### config.mk
export PLATFORM = sky130hd
export DESIGN_NAME = cpuBusCtl
export DESIGN_NICKNAME = d
export VERILOG_FILES = /design/src/rtl/cpu_bus_pkg.sv /design/src/rtl/cpuStsPath.sv /design/src/rtl/cpuCtlDecode.sv /design/src/rtl/cpuBusCtl.sv
export SDC_FILE = /design/constraint.sdc
export NUM_CORES = 1
export LEC_CHECK = 0
export BUFFER_PORTS_ARGS = -buffer_cell sky130_fd_sc_hd__clkbuf_2
export CORE_AREA = 10 10 47 49
export CTS_CLUSTER_DIAMETER = 150
export DETAILED_ROUTE_END_ITERATION = 8
export DIE_AREA = 0 0 57 59
export GPL_TIMING_DRIVEN = 0
export HOLD_SLACK_MARGIN = 0.08
export PLACE_DENSITY = 0.65
export RECOVER_POWER = 50
export SYNTH_ARGS = -nofsm -noshare
export SYNTH_HDL_FRONTEND = slang
export SYNTH_SLANG_ARGS = --single-unit
### constraint.sdc
create_clock -name clk -period 2.47 [get_ports clk]
set_clock_uncertainty 0.05 [all_clocks]
set_input_delay 0.1235 -clock clk [delete_from_list [all_inputs] [get_ports clk]]
set_output_delay 0.1235 -clock clk [all_outputs]
set_load 0.05 [all_outputs]
### src/rtl/cpu_bus_pkg.sv
package cpu_bus_pkg;
  localparam int STS_W  = 8;
  localparam int B_INTA = 0;
  localparam int B_WO   = 1;
  localparam int B_STK  = 2;
  localparam int B_HLTA = 3;
  localparam int B_OUT  = 4;
  localparam int B_M1   = 5;
  localparam int B_INP  = 6;
  localparam int B_MEMR = 7;
  // idle value: write-output inactive (high), everything else clear
  localparam logic [STS_W-1:0] STS_RESET = STS_W'(1) << B_WO;

  typedef struct packed {
    logic memRd;
    logic ioRd;
    logic intAck;
    logic memWr;
    logic ioWr;
    logic toCpu;
    logic toSys;
    logic addrEn;
  } busCmd_t;

  typedef struct packed {
    logic memRd;
    logic inp;
    logic out;
    logic woN;
    logic intAck;
  } decFields_t;
endpackage

### src/rtl/cpuStsPath.sv
module cpuStsPath
  import cpu_bus_pkg::*;
(
  input  logic             clk,
  input  logic             rstN,
  input  logic             stsStrobe,
  input  logic [STS_W-1:0] procData,
  input  busCmd_t          cmd,
  output decFields_t       fields,
  output logic             memRdN,
  output logic             memWrN,
  output logic             ioRdN,
  output logic             ioWrN,
  output logic             intAckN,
  output logic             dataOeToCpu,
  output logic             dataOeToSys,
  output logic             addrOe,
  output logic             diagWoN,
  output logic             diagStack,
  output logic             diagHltAck,
  output logic             diagM1
);
  logic [STS_W-1:0] stsReg;

  always_ff @(posedge clk or negedge rstN) begin
    if (!rstN)          stsReg <= STS_RESET;
    else if (stsStrobe) stsReg <= procData;
  end

  always_comb begin
    fields.memRd  = stsReg[B_MEMR];
    fields.inp    = stsReg[B_INP];
    fields.out    = stsReg[B_OUT];
    fields.woN    = stsReg[B_WO];
    fields.intAck = stsReg[B_INTA];
  end

  assign memRdN      = ~cmd.memRd;
  assign memWrN      = ~cmd.memWr;
  assign ioRdN       = ~cmd.ioRd;
  assign ioWrN       = ~cmd.ioWr;
  assign intAckN     = ~cmd.intAck;
  assign dataOeToCpu = cmd.toCpu;
  assign dataOeToSys = cmd.toSys;
  assign addrOe      = cmd.addrEn;

  assign diagWoN    = stsReg[B_WO];
  assign diagStack  = stsReg[B_STK];
  assign diagHltAck = stsReg[B_HLTA];
  assign diagM1     = stsReg[B_M1];


  sts_hold_chk: assert property (@(posedge clk) disable iff (!rstN)
    !stsStrobe |=> $stable(stsReg));


  sts_load_chk: assert property (@(posedge clk) disable iff (!rstN)
    stsStrobe |=> (stsReg == $past(procData)));


  dir_excl_chk: assert property (@(posedge clk) disable iff (!rstN)
    !(dataOeToCpu && dataOeToSys));


  strobe_idle_chk: assert property (@(posedge clk) disable iff (!rstN)
    !addrOe |-> (memRdN && memWrN && ioRdN && ioWrN && intAckN));
endmodule

### src/rtl/cpuCtlDecode.sv
module cpuCtlDecode
  import cpu_bus_pkg::*;
(
  input  logic       clk,
  input  logic       rstN,
  input  decFields_t fields,
  input  logic       dbin,
  input  logic       wrN,
  input  logic       busEn,
  output busCmd_t    cmd
);
  logic rdQual;
  logic wrQual;

  always_comb begin
    rdQual     = busEn & dbin;
    wrQual     = busEn & ~wrN & ~fields.woN;
    cmd.memRd  = rdQual & fields.memRd;
    cmd.ioRd   = rdQual & fields.inp;
    cmd.intAck = rdQual & fields.intAck;
    cmd.memWr  = wrQual & ~fields.out;
    cmd.ioWr   = wrQual & fields.out;
    cmd.toCpu  = busEn & dbin;
    cmd.toSys  = busEn & ~dbin;
    cmd.addrEn = busEn;
  end


  bus_off_chk: assert property (@(posedge clk) disable iff (!rstN)
    !busEn |-> (cmd == '0));


  wr_gate_chk: assert property (@(posedge clk) disable iff (!rstN)
    (cmd.memWr || cmd.ioWr) |-> (!wrN && !fields.woN));


  rd_gate_chk: assert property (@(posedge clk) disable iff (!rstN)
    (cmd.memRd || cmd.ioRd || cmd.intAck) |-> dbin);
endmodule

### src/rtl/cpuBusCtl.sv
module cpuBusCtl
  import cpu_bus_pkg::*;
(
  input  logic             clk,
  input  logic             rstN,
  input  logic             stsStrobe,
  input  logic [STS_W-1:0] procData,
  input  logic             dbin,
  input  logic             wrN,
  input  logic             busEn,
  output logic             memRdN,
  output logic             memWrN,
  output logic             ioRdN,
  output logic             ioWrN,
  output logic             intAckN,
  output logic             dataOeToCpu,
  output logic             dataOeToSys,
  output logic             addrOe,
  output logic             diagWoN,
  output logic             diagStack,
  output logic             diagHltAck,
  output logic             diagM1
);
  decFields_t fields;
  busCmd_t    cmd;

  cpuStsPath u_path (
    .clk(clk), .rstN(rstN), .stsStrobe(stsStrobe), .procData(procData),
    .cmd(cmd), .fields(fields),
    .memRdN(memRdN), .memWrN(memWrN), .ioRdN(ioRdN), .ioWrN(ioWrN),
    .intAckN(intAckN), .dataOeToCpu(dataOeToCpu), .dataOeToSys(dataOeToSys),
    .addrOe(addrOe), .diagWoN(diagWoN), .diagStack(diagStack),
    .diagHltAck(diagHltAck), .diagM1(diagM1)
  );

  cpuCtlDecode u_ctl (
    .clk(clk), .rstN(rstN), .fields(fields), .dbin(dbin), .wrN(wrN),
    .busEn(busEn), .cmd(cmd)
  );
endmodule

# After elaboration in Yosys (flattened, before gate mapping)
# Index checks and enable logic that the tools add are counted.
[word_totals]
reg_bits = 8
in_bits = 14
out_inout_bits = 12
word_cells = 19
[classes]
n_bitwise = 18
[op_table]
columns = ["op", "count"]
rows = [
  ["1-bit AND", 9],
  ["1-bit inverter", 9],
]

# Depth between registers and ports, before layout
# Gate-level depths: netlist of the first run.
[logic_depth]
ltp_word = 5
mapped_depth = 2
depth_no_buf = 1

# Cells and area by module
# Synthesis of the first run repeated with hierarchy kept, for this count alone.
[hier_totals]
hier_cells = 35
area_unflattened_um2 = 455.4
[by_module_without_submodules]
columns = ["mod", "n_inst", "cells_each", "area_each_um2", "seq_area_each_um2"]
rows = [
  ["cpuStsPath", 1, 26, 381.6, 201.4],
  ["cpuCtlDecode", 1, 9, 73.8, 0.0],
]

# Worst setup path after synthesis of the first run
# OpenSTA, ideal clock, no wires.
[synth_timing]
path_kind = "reg2out"
from = "reg u_path.stsReg[1]"
to = "out memWrN"
arrival_time_ns = 1.220
t_required_ns = 2.296
setup_slack_ns = 1.076
path_stages_with_launch = 2
n_path_buf = 0
cell_sequence = "dfstp_2 -> or4b_1"
[synth_via]
elab_chain_cells = 4
[synth_lines]
columns = ["element", "line", "source"]
rows = [
  ["start: declaration", "cpuStsPath.sv:23", "logic [STS_W-1:0] stsReg;"],
  ["start signal: assignment", "cpuStsPath.sv:27", "else if (stsStrobe) stsReg <= procData;"],
  ["1-bit inverter", "cpuCtlDecode.sv:17", "wrQual = busEn & ~wrN & ~fields.woN;"],
  ["1-bit AND", "cpuCtlDecode.sv:17", ""],
  ["1-bit AND", "cpuCtlDecode.sv:21", "cmd.memWr = wrQual & ~fields.out;"],
  ["1-bit inverter", "cpuStsPath.sv:39", "assign memWrN = ~cmd.memWr;"],
  ["end: declaration", "cpuBusCtl.sv:12", "output logic memWrN,"],
]
# No other way between the ends.

# Final worst setup path of the first run
# Ends and elaborated chain as after synthesis.

==> results.md, run 1 <==
- Port Buffers: 24
- Relative slew slack: 59.6%
- Crit share post-route: 62.2%
- Number of global-route vias before repair: 378
- CP max-delay cell: or4b_1
- Min Tclk post-route: 1540 ps
- DIE AREA: 3360 um^2
- Final hold vios: 0
- Worst IR drop on VDD: 0.254 mV
- Min-delay worst type: input port to flip-flop
- Fin nets: 77
- P per Cell Area: 597 nW/um^2
- Initial antenna violation count: 0
- TritonCTS clock tree: built
- Number of synthesized flops with an enable pin: 0
- GP Congestion: 0.637
- Post-Syn Area: 354 um^2
- Final Max Tran Viols: 0
- Ranking of synthesized cells by area: dfrtp_1 49%, mux2_1 25%, dfstp_2 7.4%, nand3_1 4.2%, nand4bb_1 3.2%
- TNS Setup: 0 ps
- Sink Count: 8
- ANT cells: 0
- Num CTS Buffers: 3
- Data arrival, critical path: 1360 ps
- DRT iter0 DRCs: 6
- Initial Util: 25.3%
- Die Height: 59 um
- Clock buffer depth: 2
- Netlist cell types: 10
- Biggest regs: u_path.stsReg (8)
- Drt total wl: 1020 um
- Critical path required time: 2300 ps
- Mean area per synthesized cell: 14.2 um^2
- Post-route DRC: 0
- Post-synth top area share: 49.5%
- Nature of the critical path startpoint: flip-flop
- Yosys warns: 0
- Area of the core: 1400 um^2
- Leak pwr: 0.000285 uW
- Wire per inst: 13.1 um
- Synthesized netlist cell count: 25
- Clock transition at path regs: 60 ps
- CTS H-tree lvls: 1
- Routed via count: 340
- Vias/cell: 4.36
- RSZ-0062 raised after global routing: no
- CP max stage delay: 490 ps
- First-pass GRT wire length: 1650 um
- Drt first pass iters: 2
- Area growth syn-to-layout: 71.0%
- Overall routing resource usage: 6.46%
- I/O pin cnt: 26
- Worst-skew pair later-pin latency: 250 ps
- Post_cts resized: 0
- Status: completed
- Largest net degree at the start of global routing: 9
- DRT antenna net count: 0
- Std cell rows: 14
- Gr ovfl total: 0
- Crit path max fanout: 4
- Crit path kind: flip-flop to output pin
- Worst hold slack: 189 ps
- Max reg flops: 8
- Register area share after synthesis: 56.9%
- Yosys reg bits: 8
- Slew @ Worst Pin: 609 ps
- Layout cells sized above 1: 43.5%
- Largest reg by FF count: u_path.stsReg
- CP Capture Type: output pin
- Final setup vio count: 0
- Main synth FF type: dfrtp_1
- Ys async rst share: 100%
- Root Buffer: clkbuf_4
- Area leader, netlist: dfrtp_1
- Achievable Freq: 651 MHz
- Syn_nets: 39
- Top-count cell post-synth: mux2_1
- Max-cap check violation count: 0
- Crit path cell chain: or4b_1, clkbuf_2
- Post-synth top cells: 8 x mux2_1, 7 x dfrtp_1, 3 x nand3_1
- Die width: 57 um
[through the flow]
step | worst slack (ps) | cells | power (uW) | area (um^2) | util (%)
2_1_floorplan | 1080 | 25 | 219 | 354 | -
3_3_place_gp | 1200 | 65 | 248 | 494 | 35.3
3_5_place_dp | 1190 | 65 | 250 | 494 | 35.3
4_1_cts | 917 | 78 | 369 | 611 | 43.6
5_1_grt | 890 | 78 | 381 | 606 | 43.2
6_report | 935 | 78 | 362 | 606 | 43.2
[layer usage]
layer | track usage, % | vias up | wire, um | share of wire, %
li1 | - | 161 | - | -
met1 | 4.55 | 163 | 275 | 27
met2 | 12.6 | 11 | 637 | 63
met3 | 2.58 | 5 | 67 | 6.6
met4 | 6.04 | 0 | 39 | 3.8
met5 | 0 | - | 0 | 0
[worst paths after layout]
path / from / end / slack [ps] / depth (start not counted)
max: u_path.stsReg[1] / memWrN / 930 / 2
max reg2reg: u_path.stsReg[4] / u_path.stsReg[4] / 1640 / 1
min: stsStrobe / u_path.stsReg[2] / 190 / 2
min reg2reg: u_path.stsReg[3] / u_path.stsReg[3] / 430 / 1
min in group asynchronous: rstN / u_path.stsReg[2] / 260 / 2
max in group asynchronous: rstN / u_path.stsReg[1] / 1780 / 2
[cell type report]
type / count / area, um^2
Buffer: 2 / 12.5
Clock buffer: 4 / 26.3
Fill cell: 145 / 796
Multi-Input combinational cell: 15 / 140
Sequential cell: 8 / 201
Tap cell: 16 / 20.0
Timing Repair Buffer: 33 / 205
[power by group]
group / leakage [uW] / switching, uW / internal [uW] / total [uW]
combinational: 0.000177 / 68.2 / 36.1 / 104
clock: 0.0000150 / 43.4 / 61.7 / 105
sequential: 0.0000924 / 6.73 / 146 / 152
[worst max-delay path, delay by kind of cell, from the launching register on]
| kind | cells | cell delay, ps |
|---|---|---|
| buffers and inverters | 1 | 250 |
| flip-flops | 1 | 370 |
| AND/OR/NAND/NOR | 1 | 490 |
[kinds of logic after synthesis]
family / count (synthesis) / synth area share, %
flops: 8 / 56.9
simple gates: 7 / 14.1
mux: 8 / 25.4
buf+inv: 2 / 3.53
[placed cells by master, fill, tap and decap left out]
master         instances
buf_2                  1
clkbuf_2              20
nand3_1                3
dlygate4sd3_1          9
nand4bb_1              1
clkbuf_1               5
or4b_1                 1
mux2_1                 8
dfstp_2                1
buf_4                  1
nor2b_1                1
clkbuf_4               3
dfrtp_1                7
and2_2                 1
[timing repair]
item | 4_1_cts | 5_1_grt
hold endpoints to repair | 16 | 0
setup buffers | 0 | 0
hold buffers | 9 | 0
(Power assumes the default switching activity.)
==> run 2: changes to the inputs <==
--- a/config.mk
+++ b/config.mk
@@ -5,6 +5,7 @@
 export SDC_FILE = /design/constraint.sdc
 export NUM_CORES = 1
 export LEC_CHECK = 0
+export ABC_AREA = 1
 export BUFFER_PORTS_ARGS = -buffer_cell sky130_fd_sc_hd__clkbuf_2
 export CORE_AREA = 10 10 47 49
 export CTS_CLUSTER_DIAMETER = 150
@@ -12,7 +13,7 @@
 export DIE_AREA = 0 0 57 59
 export GPL_TIMING_DRIVEN = 0
 export HOLD_SLACK_MARGIN = 0.08
-export PLACE_DENSITY = 0.65
+export PLACE_DENSITY = 0.68
 export RECOVER_POWER = 50
 export SYNTH_ARGS = -nofsm -noshare
 export SYNTH_HDL_FRONTEND = slang
==> constraint.sdc (replaced) <==
create_clock -name clk -period 1.4 [get_ports clk]
set_clock_uncertainty 0.05 [all_clocks]
set_input_delay 0.07 -clock clk [delete_from_list [all_inputs] [get_ports clk]]
set_output_delay 0.07 -clock clk [all_outputs]
set_load 0.05 [all_outputs]
==> results.md, run 2 <==
- Largest family of logic cells by synthesized area: simple AND/OR/NAND/NOR gates
- Num CTS Buffers: 3
- HPWL after detailed placement: 843 um
- Post-Syn Area: 364 um^2
- Drt first pass iters: 3
- Number of global-route vias before repair: 441
- Post-synth top cells: 12 x nand2_1, 11 x inv_1, 8 x o21ai_0, 7 x dfrtp_1
- Max-cap check violation count: 0
- Overall routing resource usage: 6.75%
- TNS Setup: 0 ps
- Min Tclk post-route: 1300 ps
- Synth Area in XOR/XNOR: 0%
- Most common cell after layout, fill and taps aside: clkbuf_2
- Post_cts resized: 0
- Biggest regs: u_path.stsReg (8)
- Netlist cell types: 9
- Yosys reg bits: 8
- DIE AREA: 3360 um^2
- Fin nets: 104
- Synthesized netlist cell count: 45
- Post-Layout Cell Count: 105
- Relative slew slack: 59.9%
- Std cell rows: 14
- Placed cell count: 86
- Critical path required time: 1280 ps
- Area occupied by registers: 201 um^2
- Top-count cell post-synth: nand2_1
- Synth Area in Compound Gates: 11.0%
- Routed via count: 421
- DRT antenna net count: 0
- TritonCTS clock tree: built
- GP Congestion: 0.617
- Crit share post-route: 93.0%
- Largest reg by FF count: u_path.stsReg
- Nature of the critical path startpoint: flip-flop
- Post-CTS setup buffers: 0
- ANT cells: 0
- Min-delay worst type: input port to flip-flop
- Ys async rst share: 100%
- Final total power: 656 uW
- Vias/cell: 4.01
- Number of synthesized flops with an enable pin: 0
- Post-synth top area share: 48.1%
- Data arrival, critical path: 1180 ps
- Mux cell area share after synthesis: 0%
- Crit path max fanout: 3
- Sink Count: 8
- Adder-Cell Fraction of Synth Area: 0%
- Worst IR drop on VDD: 0.489 mV
- Util after Layout: 48.6%
- Achievable Freq: 768 MHz
- Mean area per synthesized cell: 8.09 um^2
- Main synth FF type: dfrtp_1
- Status: completed
- First-pass GRT wire length: 1840 um
- Largest net degree at the start of global routing: 11
- Final hold vios: 0
- Layout cells sized above 1: 29.2%
- Initial antenna violation count: 0
- Yosys warns: 0
- Post-route DRC: 0
- Area growth syn-to-layout: 86.9%
- Final setup vio count: 0
- Drt total wl: 1150 um
- Root Buffer: clkbuf_4
- Post-synthesis simple-gate area fraction: 17.2%
- Die width: 57 um
- RSZ-0062 raised after global routing: no
- Port Buffers: 25
- CTS H-tree lvls: 1
- Final Max Tran Viols: 0
- Gr ovfl total: 0
- Syn_nets: 59
- Most frequent cells in the layout: 21 x clkbuf_2, 15 x dlygate4sd3_1, 12 x nand2_1
- Area leader, netlist: dfrtp_1
- Slew @ Worst Pin: 604 ps
- Worst-skew pair later-pin latency: 260 ps
- I/O pin cnt: 26
- CP Capture Type: output pin
- # hold bufs at CTS: 15
- Initial Util: 26.0%
- Area of the multi-input gates: 103 um^2
- FILL cells: 145
- Area of the core: 1400 um^2
- Wire per inst: 11.0 um
- Max reg flops: 8
- Leak pwr: 0.000369 uW
- Crit path kind: flip-flop to output pin
- P per Cell Area: 963 nW/um^2
- Register area share after synthesis: 55.3%
- Clock buffer depth: 2
- DRT iter0 DRCs: 8
- Die Height: 59 um
- Ranking of synthesized cells by area: dfrtp_1 48%, nand2_1 12%, inv_1 11%, o21ai_0 11%, dfstp_2 7.2%
- Clock transition at path regs: 50 ps
[run 2: cell count changes after synthesis]
| cell | previous run | this run |
|---|---|---|
| nand2_1 | 0 | 12 |
| inv_1 | 0 | 11 |
| mux2_1 | 8 | 0 |
| o21ai_0 | 0 | 8 |
| nor2_1 | 0 | 2 |
| and2_2 | 1 | 0 |
| buf_2 | 1 | 0 |
| buf_6 | 0 | 1 |
| nand3_1 | 3 | 2 |
| nand4bb_1 | 1 | 0 |
| nor2b_1 | 1 | 0 |
| or4b_1 | 1 | 0 |
[run 2: metrics by stage]
step	area (um^2)	setup WS [ps]	hold WS (ps)
6_report	681	98.4	190
5_1_grt	681	36.9	222
4_1_cts	686	90.5	134
3_5_place_dp	509	364	-125
3_3_place_gp	509	374	-129
2_1_floorplan	364	125	-276
[run 2: critical path, cell delays in order, from the launching register on]
cell	delay [ps]
dfstp_1	530
nor2_1	70
nand3_1	70
clkbuf_2	270
[run 2: power by group]
group / leakage, uW / total (uW) / internal [uW] / switching [uW]
Combinational: 0.000259 / 201 / 75.4 / 126
Clock: 0.0000150 / 191 / 109 / 81.6
Sequential: 0.0000951 / 264 / 253 / 10.9
[run 2: metal layers]
metal	global-route usage, %	wire length (um)
met4	4.03	6
met5	0	0
met3	3.43	112
met1	7.04	441
met2	10.7	592
[run 2: cell families after synthesis]
kind of cell / after synthesis
and+or+nand+nor: 16
DFF: 8
buffers and inverters: 13
AOI/OAI and AO/OA: 8
[run 2: worst paths after layout]
kind | from | to | slack [ps] | cells after the start
hold reg to reg | u_path.stsReg[1] | u_path.stsReg[1] | 470 | 2
setup / recovery | u_path.stsReg[1] | ioWrN | 100 | 3
hold / removal | stsStrobe | u_path.stsReg[4] | 190 | 3
max in group asynchronous | rstN | u_path.stsReg[1] | 730 | 2
setup reg to reg | u_path.stsReg[6] | u_path.stsReg[6] | 170 | 3
min in group asynchronous | rstN | u_path.stsReg[0] | 230 | 2
[run 2: layout make-up]
class                           count  area share (%)
Multi-Input combinational cell     24            15.1
Timing Repair Buffer               40            39.7
Inverter                           11            6.07
Clock buffer                        4            3.86
Sequential cell                     8            29.6
Tap cell                           16            2.94
Buffer                              2            2.76
==> run 3: changes to the inputs <==
--- a/config.mk
+++ b/config.mk
@@ -7,13 +7,13 @@
 export LEC_CHECK = 0
 export ABC_AREA = 1
 export BUFFER_PORTS_ARGS = -buffer_cell sky130_fd_sc_hd__clkbuf_2
-export CORE_AREA = 10 10 47 49
+export CORE_MARGIN = 10
+export CORE_UTILIZATION = 24
 export CTS_CLUSTER_DIAMETER = 150
 export DETAILED_ROUTE_END_ITERATION = 8
-export DIE_AREA = 0 0 57 59
 export GPL_TIMING_DRIVEN = 0
 export HOLD_SLACK_MARGIN = 0.08
-export PLACE_DENSITY = 0.68
+export PLACE_DENSITY = 0.62
 export RECOVER_POWER = 50
 export SYNTH_ARGS = -nofsm -noshare
 export SYNTH_HDL_FRONTEND = slang
==> results.md, run 3 (synthesis results as in run 2) <==
- Clock buffer depth: 2
- CP max-delay cell: dlygate4sd3_1
- Final instance area: 669 um^2
- Crit path cell chain: dlygate4sd3_1, clkbuf_2, nand2_1, o21ai_0, dlygate4sd3_1
- Overall routing resource usage: 7.80%
- Area growth syn-to-layout: 83.8%
- Comb pwr share: 30.0%
- Biggest regs: u_path.stsReg (8)
- Crit-path most repeated cell: dlygate4sd3_1
- Status: completed
- GP Congestion: 0.664
- Worst IR drop on VDD: 0.441 mV
- ANT cells: 0
- Nature of the critical path startpoint: input port
- Final Max Tran Viols: 0
- Number of global-route vias before repair: 418
- Drt first pass iters: 4
- Flop pwr share: 40.2%
- Largest net degree at the start of global routing: 11
- Clock power frac: 29.9%
- Post-route DRC: 0
- Routed wl met2: 571 um
- Crit path kind: input port to flip-flop
- Initial Util: 26.6%
- Most frequent cells in the layout: 21 x clkbuf_2, 14 x dlygate4sd3_1, 12 x nand2_1
- Routed via count: 417
- Std cell rows: 13
- CP max stage delay: 570 ps
- Placed inst area: 508 um^2
- Worst-skew pair later-pin latency: 260 ps
- Final setup vio count: 0
- Area of the core: 1370 um^2
- Crit path max fanout: 1
- M1 WL: 465 um
- Vias/cell: 4.05
- CP Capture Type: flip-flop
- DRT iter0 DRCs: 6
- Largest reg by FF count: u_path.stsReg
- Die Height: 59.0 um
- First-pass GRT wire length: 2020 um
- CTS H-tree lvls: 1
- Max reg flops: 8
- Min-delay worst type: input port to flip-flop
- TNS Setup: 0 ps
- Most common cell after layout, fill and taps aside: clkbuf_2
- P per Cell Area: 989 nW/um^2
- Wire per inst: 12.0 um
- Root Buffer: clkbuf_4
- Drt total wl: 1230 um
- DR top layer: met4
- Final hold vios: 0
- Crit share post-route: 94.0%
- Sw Pwr: 225 uW
- HPWL after detailed placement: 789 um
- Leak pwr: 0.000365 uW
- Min Tclk post-route: 1320 ps
- Max-cap check violation count: 0
- Data arrival, critical path: 1400 ps
- Num CTS Buffers: 3
- Sw Ratio: 33.9%
- Post-CTS setup buffers: 0
- RSZ-0062 raised after global routing: no
- Sink Count: 8
- Achievable Freq: 760 MHz
- Layout cells sized above 1: 30.7%
- I/O pin cnt: 26
- Die width: 59.0 um
- Fin nets: 103
- Int Pwr: 437 uW
- Met3 Wirelength: 163 um
- Gr ovfl total: 0
- Initial antenna violation count: 0
- TritonCTS clock tree: built
- Clock transition at path regs: 50 ps
- DRT antenna net count: 0
- Slew @ Worst Pin: 605 ps
- Relative slew slack: 59.8%
- DIE AREA: 3480 um^2
- Port Buffers: 25
- Critical path required time: 1490 ps
run 3: cell count changes in the layout (fill, tap and decap cells not counted):
cell,change
dfstp_1,-1
dfstp_2,+1
dlygate4sd3_1,-1
run 3: worst paths after layout:
check / start / endpoint / slack (ps) / cells after the start
max reg2reg: u_path.stsReg[5] / u_path.stsReg[5] / 140 / 3
min reg2reg: u_path.stsReg[1] / u_path.stsReg[1] / 430 / 2
max in group asynchronous: rstN / u_path.stsReg[1] / 720 / 2
min in group asynchronous: rstN / u_path.stsReg[2] / 240 / 2
max: procData[5] / u_path.stsReg[5] / 80 / 5
min: stsStrobe / u_path.stsReg[1] / 30 / 2
run 3: metal layers:
| metal | up-vias | global-route usage (%) |
|---|---|---|
| li1 | 219 | - |
| met1 | 172 | 7.55 |
| met2 | 23 | 12.5 |
| met3 | 3 | 4.51 |
| met4 | 0 | 4.92 |
| met5 | - | 0 |
run 3: what timing repair did:
action | CTS | global route
resized for setup | 0 | 1
hold buffers | 15 | 0
endpoints found under the setup margin | 0 | 1
endpoints found under the hold margin | 16 | 0
run 3: per-stage QoR:
step | cells | power, uW | utilization, % | hold WS [ps] | setup WS (ps)
6_report | 103 | 662 | 49.0 | 30.9 | 84.3
5_1_grt | 103 | 701 | 49.0 | 143 | 17.4
4_1_cts | 104 | 670 | 50.1 | 128 | 39.4
3_5_place_dp | 85 | 432 | 37.2 | -128 | 360
3_3_place_gp | 85 | 429 | 37.2 | -125 | 370
2_1_floorplan | 45 | 378 | - | -276 | 125
run 3: power by group through the flow:
stage	Clock (uW)	Sequential [uW]	Combinational, uW
CTS	201	266	204
detailed placement	0	269	163
global placement	0	268	161
finish	198	266	198
floorplan	0	305	72.6
global route	215	269	217
run 3: area by class of cell:
| type | instances | area [um^2] |
|---|---|---|
| timing repair buffer | 39 | 260 |
| tap | 15 | 18.8 |
| buffer | 2 | 18.8 |
| multi-input combinational | 24 | 103 |
| inverter | 11 | 41.3 |
| fill | 140 | 697 |
| sequential | 8 | 201 |
| clock buffer | 4 | 26.3 |
run 3: worst max-delay path, delay by kind of cell:
kind,cells,cell delay [ps]
AO/OA/AOI/OAI,1,80
AND/OR/NAND/NOR,1,60
buffers and inverters,3,1200
